$ cat src/rtl/lsb_pkg.sv
package lsb_pkg;
  localparam int NUM_CNT = 4;

  typedef enum logic [1:0] {
    CNT_SYM = 2'd0,
    CNT_TX  = 2'd1,
    CNT_RX  = 2'd2,
    CNT_HEC = 2'd3
  } cnt_idx_e;

  localparam logic [1:0] ADDR_SEL    = 2'd0;
  localparam logic [1:0] ADDR_LO     = 2'd1;
  localparam logic [1:0] ADDR_HI     = 2'd2;
  localparam logic [1:0] ADDR_UNUSED = 2'd3;
endpackage

$ cat src/rtl/lsb_sat_counter.sv
module lsb_sat_counter #(
  parameter int W = 8
) (
  input  logic         clk,
  input  logic         rst_n,
  input  logic         inc_i,
  input  logic         clr_i,
  output logic [W-1:0] cnt_o
);
  localparam logic [W-1:0] MAXV = {W{1'b1}};

  logic [W-1:0] cnt_q;
  logic [W-1:0] cnt_d;

  always_comb begin
    cnt_d = cnt_q;
    if (clr_i) begin
      cnt_d = inc_i ? W'(1) : '0;
    end else if (inc_i && (cnt_q != MAXV)) begin
      cnt_d = cnt_q + W'(1);
    end
  end

  always_ff @(posedge clk or negedge rst_n) begin
    if (!rst_n) cnt_q <= '0;
    else        cnt_q <= cnt_d;
  end

  assign cnt_o = cnt_q;

  AST_CLR_RESTART: assert property (@(posedge clk) disable iff (!rst_n)
    clr_i |=> (cnt_q == W'($past(inc_i))));

  AST_SAT_HOLD: assert property (@(posedge clk) disable iff (!rst_n)
    (!clr_i && (cnt_q == MAXV)) |=> (cnt_q == MAXV));

  AST_INC_STEP: assert property (@(posedge clk) disable iff (!rst_n)
    (!clr_i && inc_i && (cnt_q != MAXV)) |=> (cnt_q == W'($past(cnt_q) + W'(1))));

  AST_IDLE_STABLE: assert property (@(posedge clk) disable iff (!rst_n)
    (!clr_i && !inc_i) |=> $stable(cnt_q));
endmodule

$ cat src/rtl/lsb_sel_dec.sv
module lsb_sel_dec #(
  parameter int DATA_W = 8,
  parameter int N      = 4
) (
  input  logic              clk,
  input  logic              rst_n,
  input  logic              wr_i,
  input  logic [1:0]        addr_i,
  input  logic [DATA_W-1:0] wdata_i,
  output logic [N-1:0]      cap_o,
  output logic              cap_any_o
);
  import lsb_pkg::*;

  logic [N-1:0] low_bits;
  logic         upper_clear;
  logic         single_bit;

  assign low_bits    = wdata_i[N-1:0];
  assign upper_clear = (wdata_i[DATA_W-1:N] == '0);
  assign single_bit  = (low_bits != '0) && ((low_bits & (low_bits - N'(1))) == '0);

  always_comb begin
    cap_any_o = wr_i && (addr_i == ADDR_SEL) && upper_clear && single_bit;
    cap_o     = cap_any_o ? low_bits : '0;
  end

  AST_ONE_CAPTURE: assert property (@(posedge clk) disable iff (!rst_n)
    $onehot0(cap_o));

  AST_ZERO_SEL_NOP: assert property (@(posedge clk) disable iff (!rst_n)
    (wr_i && (wdata_i == '0)) |-> (cap_o == '0));
endmodule

$ cat src/rtl/link_stat_bank.sv
module link_stat_bank #(
  parameter int DATA_W = 8,
  parameter int SYM_W  = 8,
  parameter int CELL_W = 16,
  parameter int HEC_W  = 5
) (
  input  logic              clk,
  input  logic              rst_n,
  input  logic              sym_err_stb,
  input  logic              tx_cell_stb,
  input  logic              rx_cell_stb,
  input  logic              rx_cell_idle,
  input  logic              rx_cell_hec_bad,
  input  logic              host_wr,
  input  logic [1:0]        host_addr,
  input  logic [DATA_W-1:0] host_wdata,
  output logic [DATA_W-1:0] host_rdata
);
  import lsb_pkg::*;

  localparam int HOLD_W = 2 * DATA_W;

  logic [NUM_CNT-1:0] inc_vec;
  logic [NUM_CNT-1:0] cap_vec;
  logic               cap_any;
  logic [HOLD_W-1:0]  cnt_ext [NUM_CNT];
  logic [HOLD_W-1:0]  hold_q;
  logic [HOLD_W-1:0]  hold_d;
  logic [HOLD_W-1:0]  sel_val;

  // event qualification
  always_comb begin
    inc_vec          = '0;
    inc_vec[CNT_SYM] = sym_err_stb;
    inc_vec[CNT_TX]  = tx_cell_stb;
    inc_vec[CNT_RX]  = rx_cell_stb && !rx_cell_idle && !rx_cell_hec_bad;
    inc_vec[CNT_HEC] = rx_cell_stb && rx_cell_hec_bad;
  end

  lsb_sel_dec #(.DATA_W(DATA_W), .N(NUM_CNT)) u_dec (
    .clk       (clk),
    .rst_n     (rst_n),
    .wr_i      (host_wr),
    .addr_i    (host_addr),
    .wdata_i   (host_wdata),
    .cap_o     (cap_vec),
    .cap_any_o (cap_any)
  );

  for (genvar i = 0; i < NUM_CNT; i++) begin : g_cnt
    localparam int W = (i == int'(CNT_SYM)) ? SYM_W :
                       (i == int'(CNT_HEC)) ? HEC_W : CELL_W;
    logic [W-1:0] q;
    lsb_sat_counter #(.W(W)) u_cnt (
      .clk   (clk),
      .rst_n (rst_n),
      .inc_i (inc_vec[i]),
      .clr_i (cap_vec[i]),
      .cnt_o (q)
    );
    assign cnt_ext[i] = HOLD_W'(q);
  end

  // one-hot AND-OR selection of the captured counter
  always_comb begin
    sel_val = '0;
    for (int i = 0; i < NUM_CNT; i++) begin
      sel_val = sel_val | (cnt_ext[i] & {HOLD_W{cap_vec[i]}});
    end
    hold_d = cap_any ? sel_val : hold_q;
  end

  always_ff @(posedge clk or negedge rst_n) begin
    if (!rst_n) hold_q <= '0;
    else        hold_q <= hold_d;
  end

  always_comb begin
    unique case (host_addr)
      ADDR_LO: host_rdata = hold_q[DATA_W-1:0];
      ADDR_HI: host_rdata = hold_q[HOLD_W-1:DATA_W];
      default: host_rdata = '0;
    endcase
  end

  AST_HOLD_KEEP: assert property (@(posedge clk) disable iff (!rst_n)
    (!host_wr || (host_addr != ADDR_SEL)) |=> $stable(hold_q));

  AST_HIGH_ZERO: assert property (@(posedge clk) disable iff (!rst_n)
    ((cap_vec[CNT_SYM] && (SYM_W <= DATA_W)) || (cap_vec[CNT_HEC] && (HEC_W <= DATA_W)))
      |=> (hold_q[HOLD_W-1:DATA_W] == '0));

  AST_RD_UNUSED: assert property (@(posedge clk) disable iff (!rst_n)
    (host_addr == ADDR_UNUSED) |-> (host_rdata == '0));
endmodule

$ cat config.mk
export PLATFORM = sky130hd
export DESIGN_NAME = link_stat_bank
export DESIGN_NICKNAME = d
export VERILOG_FILES = /design/src/rtl/lsb_pkg.sv /design/src/rtl/lsb_sat_counter.sv /design/src/rtl/lsb_sel_dec.sv /design/src/rtl/link_stat_bank.sv
export SDC_FILE = /design/constraint.sdc
export NUM_CORES = 1
export LEC_CHECK = 0
export BUFFER_PORTS_ARGS = -buffer_cell sky130_fd_sc_hd__clkbuf_2
export CORE_ASPECT_RATIO = 2
export CORE_MARGIN = 2
export CORE_UTILIZATION = 50
export DETAILED_ROUTE_END_ITERATION = 12
export HOLD_SLACK_MARGIN = 0.03
export PLACE_DENSITY_LB_ADDON = 0.05
export SLEW_MARGIN = 15
export SYNTH_ARGS = -nofsm -noshare
export SYNTH_HDL_FRONTEND = slang
export SYNTH_SLANG_ARGS = --single-unit
$ cat constraint.sdc
create_clock -name clk -period 3.05 [get_ports clk]
set_input_delay 0.1525 -clock clk [delete_from_list [all_inputs] [get_ports clk]]
set_output_delay 0.1525 -clock clk [all_outputs]
set_load 0.1 [all_outputs]
==> impl_table.tex, run 1 <==
\begin{tabular}{lr}
\hline
Metric & Value \\
\hline
\multicolumn{2}{l}{\textbf{Yosys}} \\
Leading cell types by count after synthesis & 61 x sky130\_fd\_sc\_hd\_\_dfrtp\_1, 43 x sky130\_fd\_sc\_hd\_\_nand2\_1, 38 x sky130\_fd\_sc\_hd\_\_nor2\_1 \\
Post-synth cell types & 50 \\
Top-count cell post-synth & sky130\_fd\_sc\_hd\_\_dfrtp\_1 \\
Post-synthesis mux area share & 0.5782\% \\
Dominant combinational cell family by area after synthesis & simple AND/OR/NAND/NOR gates \\
Compound-cell area share of the yosys netlist & 15.94\% \\
Number of standard cells after synthesis & approximately 370 \\
Portion of the post-synthesis area used by sequential elements & 44.09\% \\
Number of flops mapped to enable cells by yosys & 0 \\
Area share of fa/ha/maj cells after synthesis & 2.891\% \\
Proportion of netlist area held by the largest area contributor & 44.09\% \\
Post-synthesis simple-gate area fraction & 28.66\% \\
Area contributors post-synth & sky130\_fd\_sc\_hd\_\_dfrtp\_1 44\%, sky130\_fd\_sc\_hd\_\_a22oi\_1 4.8\%, sky130\_fd\_sc\_hd\_\_nand2\_1 4.7\% \\
Number of warnings printed during yosys synthesis & 0 \\
Flip-flop and latch count after synthesis & between 60 and 70 \\
Cell area after technology mapping & 0.003462 mm2 \\
Fraction of synthesis flops using an asynchronous set or reset pin & 100.0\% \\
Leading area contributor after synthesis & sky130\_fd\_sc\_hd\_\_dfrtp\_1 \\
XOR/XNOR Fraction of Synth Area & 5.819\% \\
Post-Synthesis Net Count & 395 \\
Ys flop type & sky130\_fd\_sc\_hd\_\_dfrtp\_1 \\
Avg Cell Area, Syn & 9.382 um2 \\
\multicolumn{2}{l}{\textbf{Route}} \\
Detailed-route DRC error count & 0 \\
Post-route ant nets & 0 \\
Vias per std cell & $\sim$6 \\
First-pass DRT Iterations & 4 \\
Total number of vias & 2850 \\
Total Routed Length & 7967 um \\
Drt wl/cell & between 15 and 20 um \\
Number of DRC markers after the initial detailed-route iteration & 162 \\
\multicolumn{2}{l}{\textbf{Critical path}} \\
Cell count of the worst reg-to-reg path & 6 \\
Stage delay of the slowest cell on the critical path & 0.41 ns \\
Slack of the worst reg-to-reg path & between 1 and 1.5 ns \\
Critical Path End & g\_cnt[1].u\_cnt.cnt\_o[3] \\
Cell family with the largest share of critical-path delay & simple AND/OR/NAND/NOR gates \\
CP Launch Type & flip-flop \\
Worst flop-to-flop path startpoint & g\_cnt[1].u\_cnt.cnt\_o[0] \\
CP max-delay cell & sky130\_fd\_sc\_hd\_\_dfrtp\_1 \\
Class of the most critical setup path & flip-flop to flip-flop \\
CP Max Fanout & 8 \\
Cell-by-cell trace of the critical path & ha\_1 > nand3\_1 > nor4\_4 > nand2\_1 > and3\_1 > nor3\_1 \\
Start point of the critical path & g\_cnt[1].u\_cnt.cnt\_o[0] \\
Signal arrival time at the worst endpoint & 2.10 ns \\
Worst reg2reg path endpoint & g\_cnt[1].u\_cnt.cnt\_o[3] \\
Critical path buffers and inverters & 0 \\
Critical Path Stages & 6 \\
Crit path required time & 3.28 ns \\
Endpoint class of the critical path & flip-flop \\
\multicolumn{2}{l}{\textbf{Clock tree}} \\
Clock insertion delay at the later pin of the skew report & roughly 0.32 ns \\
Maximum count of clock buffers along a single path & 2 \\
CTS sink cnt & 61 \\
Root buffer cell & sky130\_fd\_sc\_hd\_\_clkbuf\_16 \\
Number of resized instances in the post-cts repair step & 0 \\
Max H-tree Level & 3 \\
Worst-path clk slew & about 0.050 ns \\
Number of buffers created by CTS & 9 \\
TritonCTS clock tree & built \\
\multicolumn{2}{l}{\textbf{Die}} \\
Area of the core & 0.006833 mm2 \\
Top-level I/O count & 26 \\
Die Wd & 62.84 um \\
Full die area & between 0.007 and 0.008 mm2 \\
Vertical die dimension & 121.7 um \\
Initial cell density of the core & 50.67\% \\
Total number of placement rows & 43 \\
\multicolumn{2}{l}{\textbf{Place}} \\
HPWL after detailed placement & about 6000 um \\
IO buf count & 25 \\
Final weighted congestion in routability-driven placement & 0.8579 \\
Setup slack at placement & 0.9680 ns \\
\multicolumn{2}{l}{\textbf{Cells and area}} \\
Proportion of layout cells with a drive suffix above 1 & approximately 14\% \\
Area Overhead vs Synth & 13.05\% \\
Final net count & 421 \\
Antenna diodes & 0 \\
Number of fillers in the final layout & 648 \\
\multicolumn{2}{l}{\textbf{Hold path}} \\
Hold Path Cell Cnt & 3 \\
Type of the most critical hold path & input port to flip-flop \\
\multicolumn{2}{l}{\textbf{Global route}} \\
Wire length of the first global-routing pass & $\sim$13000 um \\
Overflow left after global routing & 0 \\
Largest net degree at the start of global routing & 39 \\
Global Route Usage Sum & 22.84\% \\
Antenna violations before repair & 0 \\
Vias in the first global route & 2717 \\
\multicolumn{2}{l}{\textbf{Run}} \\
Max-cap viol count & 0 \\
\multicolumn{2}{l}{\textbf{Power and ir drop}} \\
VDD IR-drop max & 0.0004263 V \\
PD cells & 609.9 mW/mm2 \\
Pleak & 1.582 nW \\
\multicolumn{2}{l}{\textbf{STA}} \\
Setup repair after global routing missed its margin & false \\
Clock period minus final worst setup slack & 1.872 ns \\
Setup Skew & 0.005008 ns \\
Actual transition at the worst max-transition pin & 1.097 ns \\
Pins Over Slew Limit & 0 \\
Final WS setup & 1.178 ns \\
Setup total negative slack & 0 ns \\
Post-route fraction of the period consumed by the critical path & about 61\% \\
Final hold violation count & 0 \\
Rel. slew slack & 26.80\% \\
Number of setup violations in the final report & 0 \\
Fmax achieved & around 530 MHz \\
\multicolumn{2}{l}{\textbf{Status}} \\
Status & finished clean \\
\hline
\end{tabular}
## worst min-delay path, cell delays in order
cell and delay, ns:
sky130_fd_sc_hd__clkbuf_2 0.11, sky130_fd_sc_hd__a31oi_1 0.07, sky130_fd_sc_hd__o21ai_0 0.06
## cell usage in the layout, fill, tap and decap left out, drive strengths merged, types with 5 or more instances in the layout
master and instances:
nand4 12, o21ai 30, nor2b 8, clkbuf 37, xor2 7, nand2 43
nor3 17, nor2 39, nor4b 9, ha 8, nor4 6, nor3b 5
dfrtp 61, and4 5, and3 5, a31oi 6, nand3 10, a21oi 16
xnor2 16, a22oi 22
## layer usage
layer	global-route usage [%]	part of all wire, %
met4	8.194	1.6
met2	41.80	55
met3	4.524	2.7
met1	26.15	41
met5	0	0
## through the flow
stage	cell area, um2	util, %	cells	total power, W	hold slack [ns]
detailed placement	3667	53.67	473	0.001565	0.2114
floorplan	3462	-	369	0.001394	-0.1431
global placement	3667	53.67	473	0.001539	0.2114
finish	3914	57.28	486	0.002387	0.1164
global route	3914	57.28	486	0.002529	0.1397
CTS	3914	57.28	486	0.002410	0.1030
## worst min-delay path by stage
stage / start / to
2_1_floorplan: rst_n / g_cnt[0].u_cnt.cnt_o[0]
3_3_place_gp: rst_n / g_cnt[0].u_cnt.cnt_o[3]
3_5_place_dp: rst_n / g_cnt[0].u_cnt.cnt_o[4]
5_1_grt: rx_cell_hec_bad / g_cnt[3].u_cnt.cnt_o[0]
4_1_cts: rx_cell_hec_bad / g_cnt[3].u_cnt.cnt_o[0]
6_report: rx_cell_hec_bad / g_cnt[3].u_cnt.cnt_o[0]
## state kept, by name, indices dropped and copies added (netlist names)
register           cells
g_cnt.u_cnt.cnt_o     45
hold_q                16
## where the power goes
part / internal, W / switching, W
logic: 0.000178 / 0.000225
registers: 0.000953 / 0.000200
clock network: 0.000529 / 0.000302
## final cells by class
type	instances	area (um2)	area share, %
well taps	90	112.6	2.877
repair buffers	29	157.7	4.028
inverters	3	11.26	0.2877
clock buffers	12	236.5	6.042
flip-flops and latches	61	1526	39.00
multi-input cells	291	1869	47.76
## logic make-up after synthesis
group | count (synthesis)
compound gates | 87
xor+xnor | 23
fa+ha+maj | 8
buf+inv | 17
simple gates | 171
mux | 2
flops | 61
## what timing repair did
item / CTS / global route
hold buffers: 1 / 0
buffers inserted: 0 / 0
hold endpoints to repair: 23 / 0
(Power assumes the default switching activity.)
==> run 2: changes to the inputs <==
- clock period: 3.05 -> 1.6 ns (I/O delays scaled with it)
==> run 2 against run 1 <==
Effect of this change:
- worst hold slack got worse by 0.057 ns
- clock power increased to 3.0 times the previous value
- core utilization increased by 17 points
- cell count increased by 16%
- critical endpoint is now g_cnt[1].u_cnt.cnt_o[0]
- non-clock buffer count increased by 76
- global-route usage increased by 5.0 points
- register-to-register slack got worse by 1.2 ns
- critical path depth unchanged
- clock skew about the same
==> impl_table.tex, run 2 (synthesis gave the netlist of run 1 again) <==
\begin{tabular}{lr}
\hline
Metric & Value \\
\hline
\multicolumn{2}{l}{\textbf{Status}} \\
Status & finished clean (unchanged) \\
\multicolumn{2}{l}{\textbf{Power and ir drop}} \\
VDD IR-drop max & 0.001212 V (was 0.0004263 V) \\
PD cells & 1180 mW/mm2 (was 609.9 mW/mm2) \\
Pleak & 2.119 nW (was 1.582 nW) \\
Overall Power & 0.005992 W (was 0.002387 W) \\
\multicolumn{2}{l}{\textbf{Cells and area}} \\
Most frequent standard cell in the layout excluding fill and tap cells & sky130\_fd\_sc\_hd\_\_buf\_4 (was sky130\_fd\_sc\_hd\_\_dfrtp\_1) \\
Area Overhead vs Synth & 46.69\% (was 13.05\%) \\
Largest register FFs & 45 (unchanged) \\
Number of fillers in the final layout & 500 (was 648) \\
Final net count & 497 (was 421) \\
Commonest cells after routing, fill and taps aside & 73 x sky130\_fd\_sc\_hd\_\_buf\_4, 58 x sky130\_fd\_sc\_hd\_\_dfrtp\_1, 41 x sky130\_fd\_sc\_hd\_\_nand2\_1 (was 61 x sky130\_fd\_sc\_hd\_\_dfrtp\_1, 43 x sky130\_fd\_sc\_hd\_\_nand2\_1, 38 x sky130\_fd\_sc\_hd\_\_nor2\_1) \\
Antenna diodes & 0 (unchanged) \\
Proportion of layout cells with a drive suffix above 1 & 39.50\% (was 14.39\%) \\
Final Util & 74.33\% (was 57.28\%) \\
\multicolumn{2}{l}{\textbf{Route}} \\
Uppermost layer routed & met4 (unchanged) \\
Drt wl/cell & 18.54 um (was 16.39 um) \\
Post-route ant nets & 0 (unchanged) \\
Detailed-route DRC error count & 0 (unchanged) \\
Vias per std cell & 5.876 (was 5.864) \\
Total met3 wirelength after detailed routing & 388 um (was 215 um) \\
First-pass DRT Iterations & 5 (was 4) \\
Post-route met1 wirelength & 4020 um (was 3248 um) \\
Routed wire length on met2 & 5764 um (was 4376 um) \\
Total Routed Length & 10500 um (was 7967 um) \\
Total number of vias & 3326 (was 2850) \\
Number of DRC markers after the initial detailed-route iteration & 233 (was 162) \\
\multicolumn{2}{l}{\textbf{Critical path}} \\
Critical Path Stages & 6 (unchanged) \\
Crit path required time & 1.84 ns (was 3.28 ns) \\
Class of the most critical setup path & flip-flop to flip-flop (unchanged) \\
Slack of the worst reg-to-reg path & 0.0004 ns (was 1.18 ns) \\
Worst flop-to-flop path startpoint & g\_cnt[1].u\_cnt.cnt\_o[10] (was g\_cnt[1].u\_cnt.cnt\_o[0]) \\
CP Max Fanout & 3 (was 8) \\
CP Launch Type & flip-flop (unchanged) \\
Cell-by-cell trace of the critical path & nand4\_4 > or4b\_4 > o21ai\_4 > buf\_4 > nand3b\_1 > o211ai\_1 (was ha\_1 > nand3\_1 > nor4\_4 > nand2\_1 > and3\_1 > nor3\_1) \\
Critical path buffers and inverters & 1 (was 0) \\
Endpoint class of the critical path & flip-flop (unchanged) \\
Stage delay of the slowest cell on the critical path & 0.53 ns (was 0.41 ns) \\
Signal arrival time at the worst endpoint & 1.84 ns (was 2.10 ns) \\
Cell family with the largest share of critical-path delay & simple AND/OR/NAND/NOR gates (unchanged) \\
Worst reg2reg path endpoint & g\_cnt[1].u\_cnt.cnt\_o[0] (was g\_cnt[1].u\_cnt.cnt\_o[3]) \\
CP max-delay cell & sky130\_fd\_sc\_hd\_\_or4b\_4 (was sky130\_fd\_sc\_hd\_\_dfrtp\_1) \\
Cell count of the worst reg-to-reg path & 6 (unchanged) \\
\multicolumn{2}{l}{\textbf{Global route}} \\
Vias in the first global route & 3434 (was 2717) \\
Global Route Usage Sum & 27.81\% (was 22.84\%) \\
Wire length of the first global-routing pass & 16210 um (was 13390 um) \\
Antenna violations before repair & 0 (unchanged) \\
Overflow left after global routing & 0 (unchanged) \\
Largest net degree at the start of global routing & 33 (was 39) \\
\multicolumn{2}{l}{\textbf{STA}} \\
Final WS setup & 0.0004470 ns (was 1.178 ns) \\
Actual transition at the worst max-transition pin & 0.7457 ns (was 1.097 ns) \\
Setup Skew & 0.005051 ns (was 0.005008 ns) \\
Pins Over Slew Limit & 0 (unchanged) \\
Final hold violation count & 0 (unchanged) \\
Clock period minus final worst setup slack & 1.600 ns (was 1.872 ns) \\
Fmax achieved & 625.2 MHz (was 534.1 MHz) \\
Rel. slew slack & 50.29\% (was 26.80\%) \\
Number of setup violations in the final report & 0 (unchanged) \\
Post-route fraction of the period consumed by the critical path & 99.97\% (was 61.39\%) \\
Worst Hold Margin & 0.05986 ns (was 0.1164 ns) \\
Setup repair after global routing missed its margin & true (was false) \\
\multicolumn{2}{l}{\textbf{Hold path}} \\
Type of the most critical hold path & input port to flip-flop (unchanged) \\
Hold path start & sym\_err\_stb (was rx\_cell\_hec\_bad) \\
Hold endpoint & g\_cnt[0].u\_cnt.cnt\_o[0] (was g\_cnt[3].u\_cnt.cnt\_o[0]) \\
Hold Path Cell Cnt & 3 (unchanged) \\
\multicolumn{2}{l}{\textbf{Clock tree}} \\
TritonCTS clock tree & built (unchanged) \\
Number of buffers created by CTS & 9 (unchanged) \\
CTS sink cnt & 61 (unchanged) \\
Clock insertion delay at the later pin of the skew report & 0.33 ns (was 0.32 ns) \\
Max H-tree Level & 3 (unchanged) \\
Worst-path clk slew & 0.05 ns (about the same) \\
Root buffer cell & sky130\_fd\_sc\_hd\_\_clkbuf\_16 (unchanged) \\
Maximum count of clock buffers along a single path & 2 (unchanged) \\
\multicolumn{2}{l}{\textbf{Place}} \\
HPWL after detailed placement & 7358 um (was 6049 um) \\
Setup slack at placement & -0.06177 ns (was 0.9680 ns) \\
Final weighted congestion in routability-driven placement & 0.9541 (was 0.8579) \\
IO buf count & 25 (unchanged) \\
\multicolumn{2}{l}{\textbf{Die}} \\
Full die area & 0.007646 mm2 (unchanged) \\
Initial cell density of the core & 50.67\% (unchanged) \\
Die Wd & 62.84 um (unchanged) \\
Area of the core & 0.006833 mm2 (unchanged) \\
Top-level I/O count & 26 (unchanged) \\
Vertical die dimension & 121.7 um (unchanged) \\
Total number of placement rows & 43 (unchanged) \\
\multicolumn{2}{l}{\textbf{Run}} \\
Max-cap viol count & 0 (unchanged) \\
\hline
\end{tabular}
-- run 2: area by class of cell --
| class | count | area [um2] | area share (%) |
|---|---|---|---|
| inverter | 3 | 11.26 | 0.2217 |
| multi-input combinational | 291 | 2137 | 42.08 |
| clock inverter | 5 | 128.9 | 2.538 |
| timing repair buffer | 105 | 905.9 | 17.84 |
| tap | 90 | 112.6 | 2.217 |
| clock buffer | 11 | 252.7 | 4.977 |
| sequential | 61 | 1530 | 30.13 |
-- run 2: timing repair --
action	CTS	global route
cloned	0	0
resized for setup	7	42
setup endpoints to repair	9	35
setup buffers	3	8
hold buffers	1	0
pin swaps	8	16
endpoints found under the hold margin	23	0
-- run 2: worst register-to-register path, cell delays in order, from the launching register on --
cell and delay, ns:
sky130_fd_sc_hd__dfrtp_1 0.39, sky130_fd_sc_hd__nand4_4 0.14, sky130_fd_sc_hd__or4b_4 0.53, sky130_fd_sc_hd__o21ai_4 0.16, sky130_fd_sc_hd__buf_4 0.13, sky130_fd_sc_hd__nand3b_1 0.07
sky130_fd_sc_hd__o211ai_1 0.09
-- run 2: worst max-delay path by stage --
stage | start | endpoint | slack (ns)
2_1_floorplan | g_cnt[1].u_cnt.cnt_o[9] | g_cnt[1].u_cnt.cnt_o[1] | -0.02
3_3_place_gp | g_cnt[1].u_cnt.cnt_o[15] | g_cnt[1].u_cnt.cnt_o[2] | -0.006
3_5_place_dp | g_cnt[1].u_cnt.cnt_o[0] | g_cnt[1].u_cnt.cnt_o[2] | -0.06
4_1_cts | g_cnt[1].u_cnt.cnt_o[0] | g_cnt[1].u_cnt.cnt_o[13] | -0.03
5_1_grt | g_cnt[2].u_cnt.cnt_o[1] | g_cnt[2].u_cnt.cnt_o[5] | -0.14
6_report | g_cnt[1].u_cnt.cnt_o[10] | g_cnt[1].u_cnt.cnt_o[0] | 0.0004
-- run 2: per-layer routing --
metal / track usage, % / vias to the layer above
li1: - / 1564
met4: 16.25 / 0
met2: 49.93 / 109
met3: 4.340 / 20
met1: 30.76 / 1633
met5: 0 / -
-- run 2: power breakdown --
part	internal [W]	switching (W)	leakage, nW	total, W
registers	0.00181	0.000321	0.804	0.00214
clock network	0.00177	0.000689	0.186	0.00246
logic	0.000704	0.000695	1.13	0.00140
-- run 2: through the flow --
stage / instance area [um2] / TNS [ns] / cells
floorplan: 3492 / -0.02279 / 369
global placement: 4363 / -0.005726 / 539
detailed placement: 4363 / -0.3015 / 539
CTS: 4816 / -0.04183 / 559
global route: 5079 / -0.9006 / 566
finish: 5079 / 0 / 566
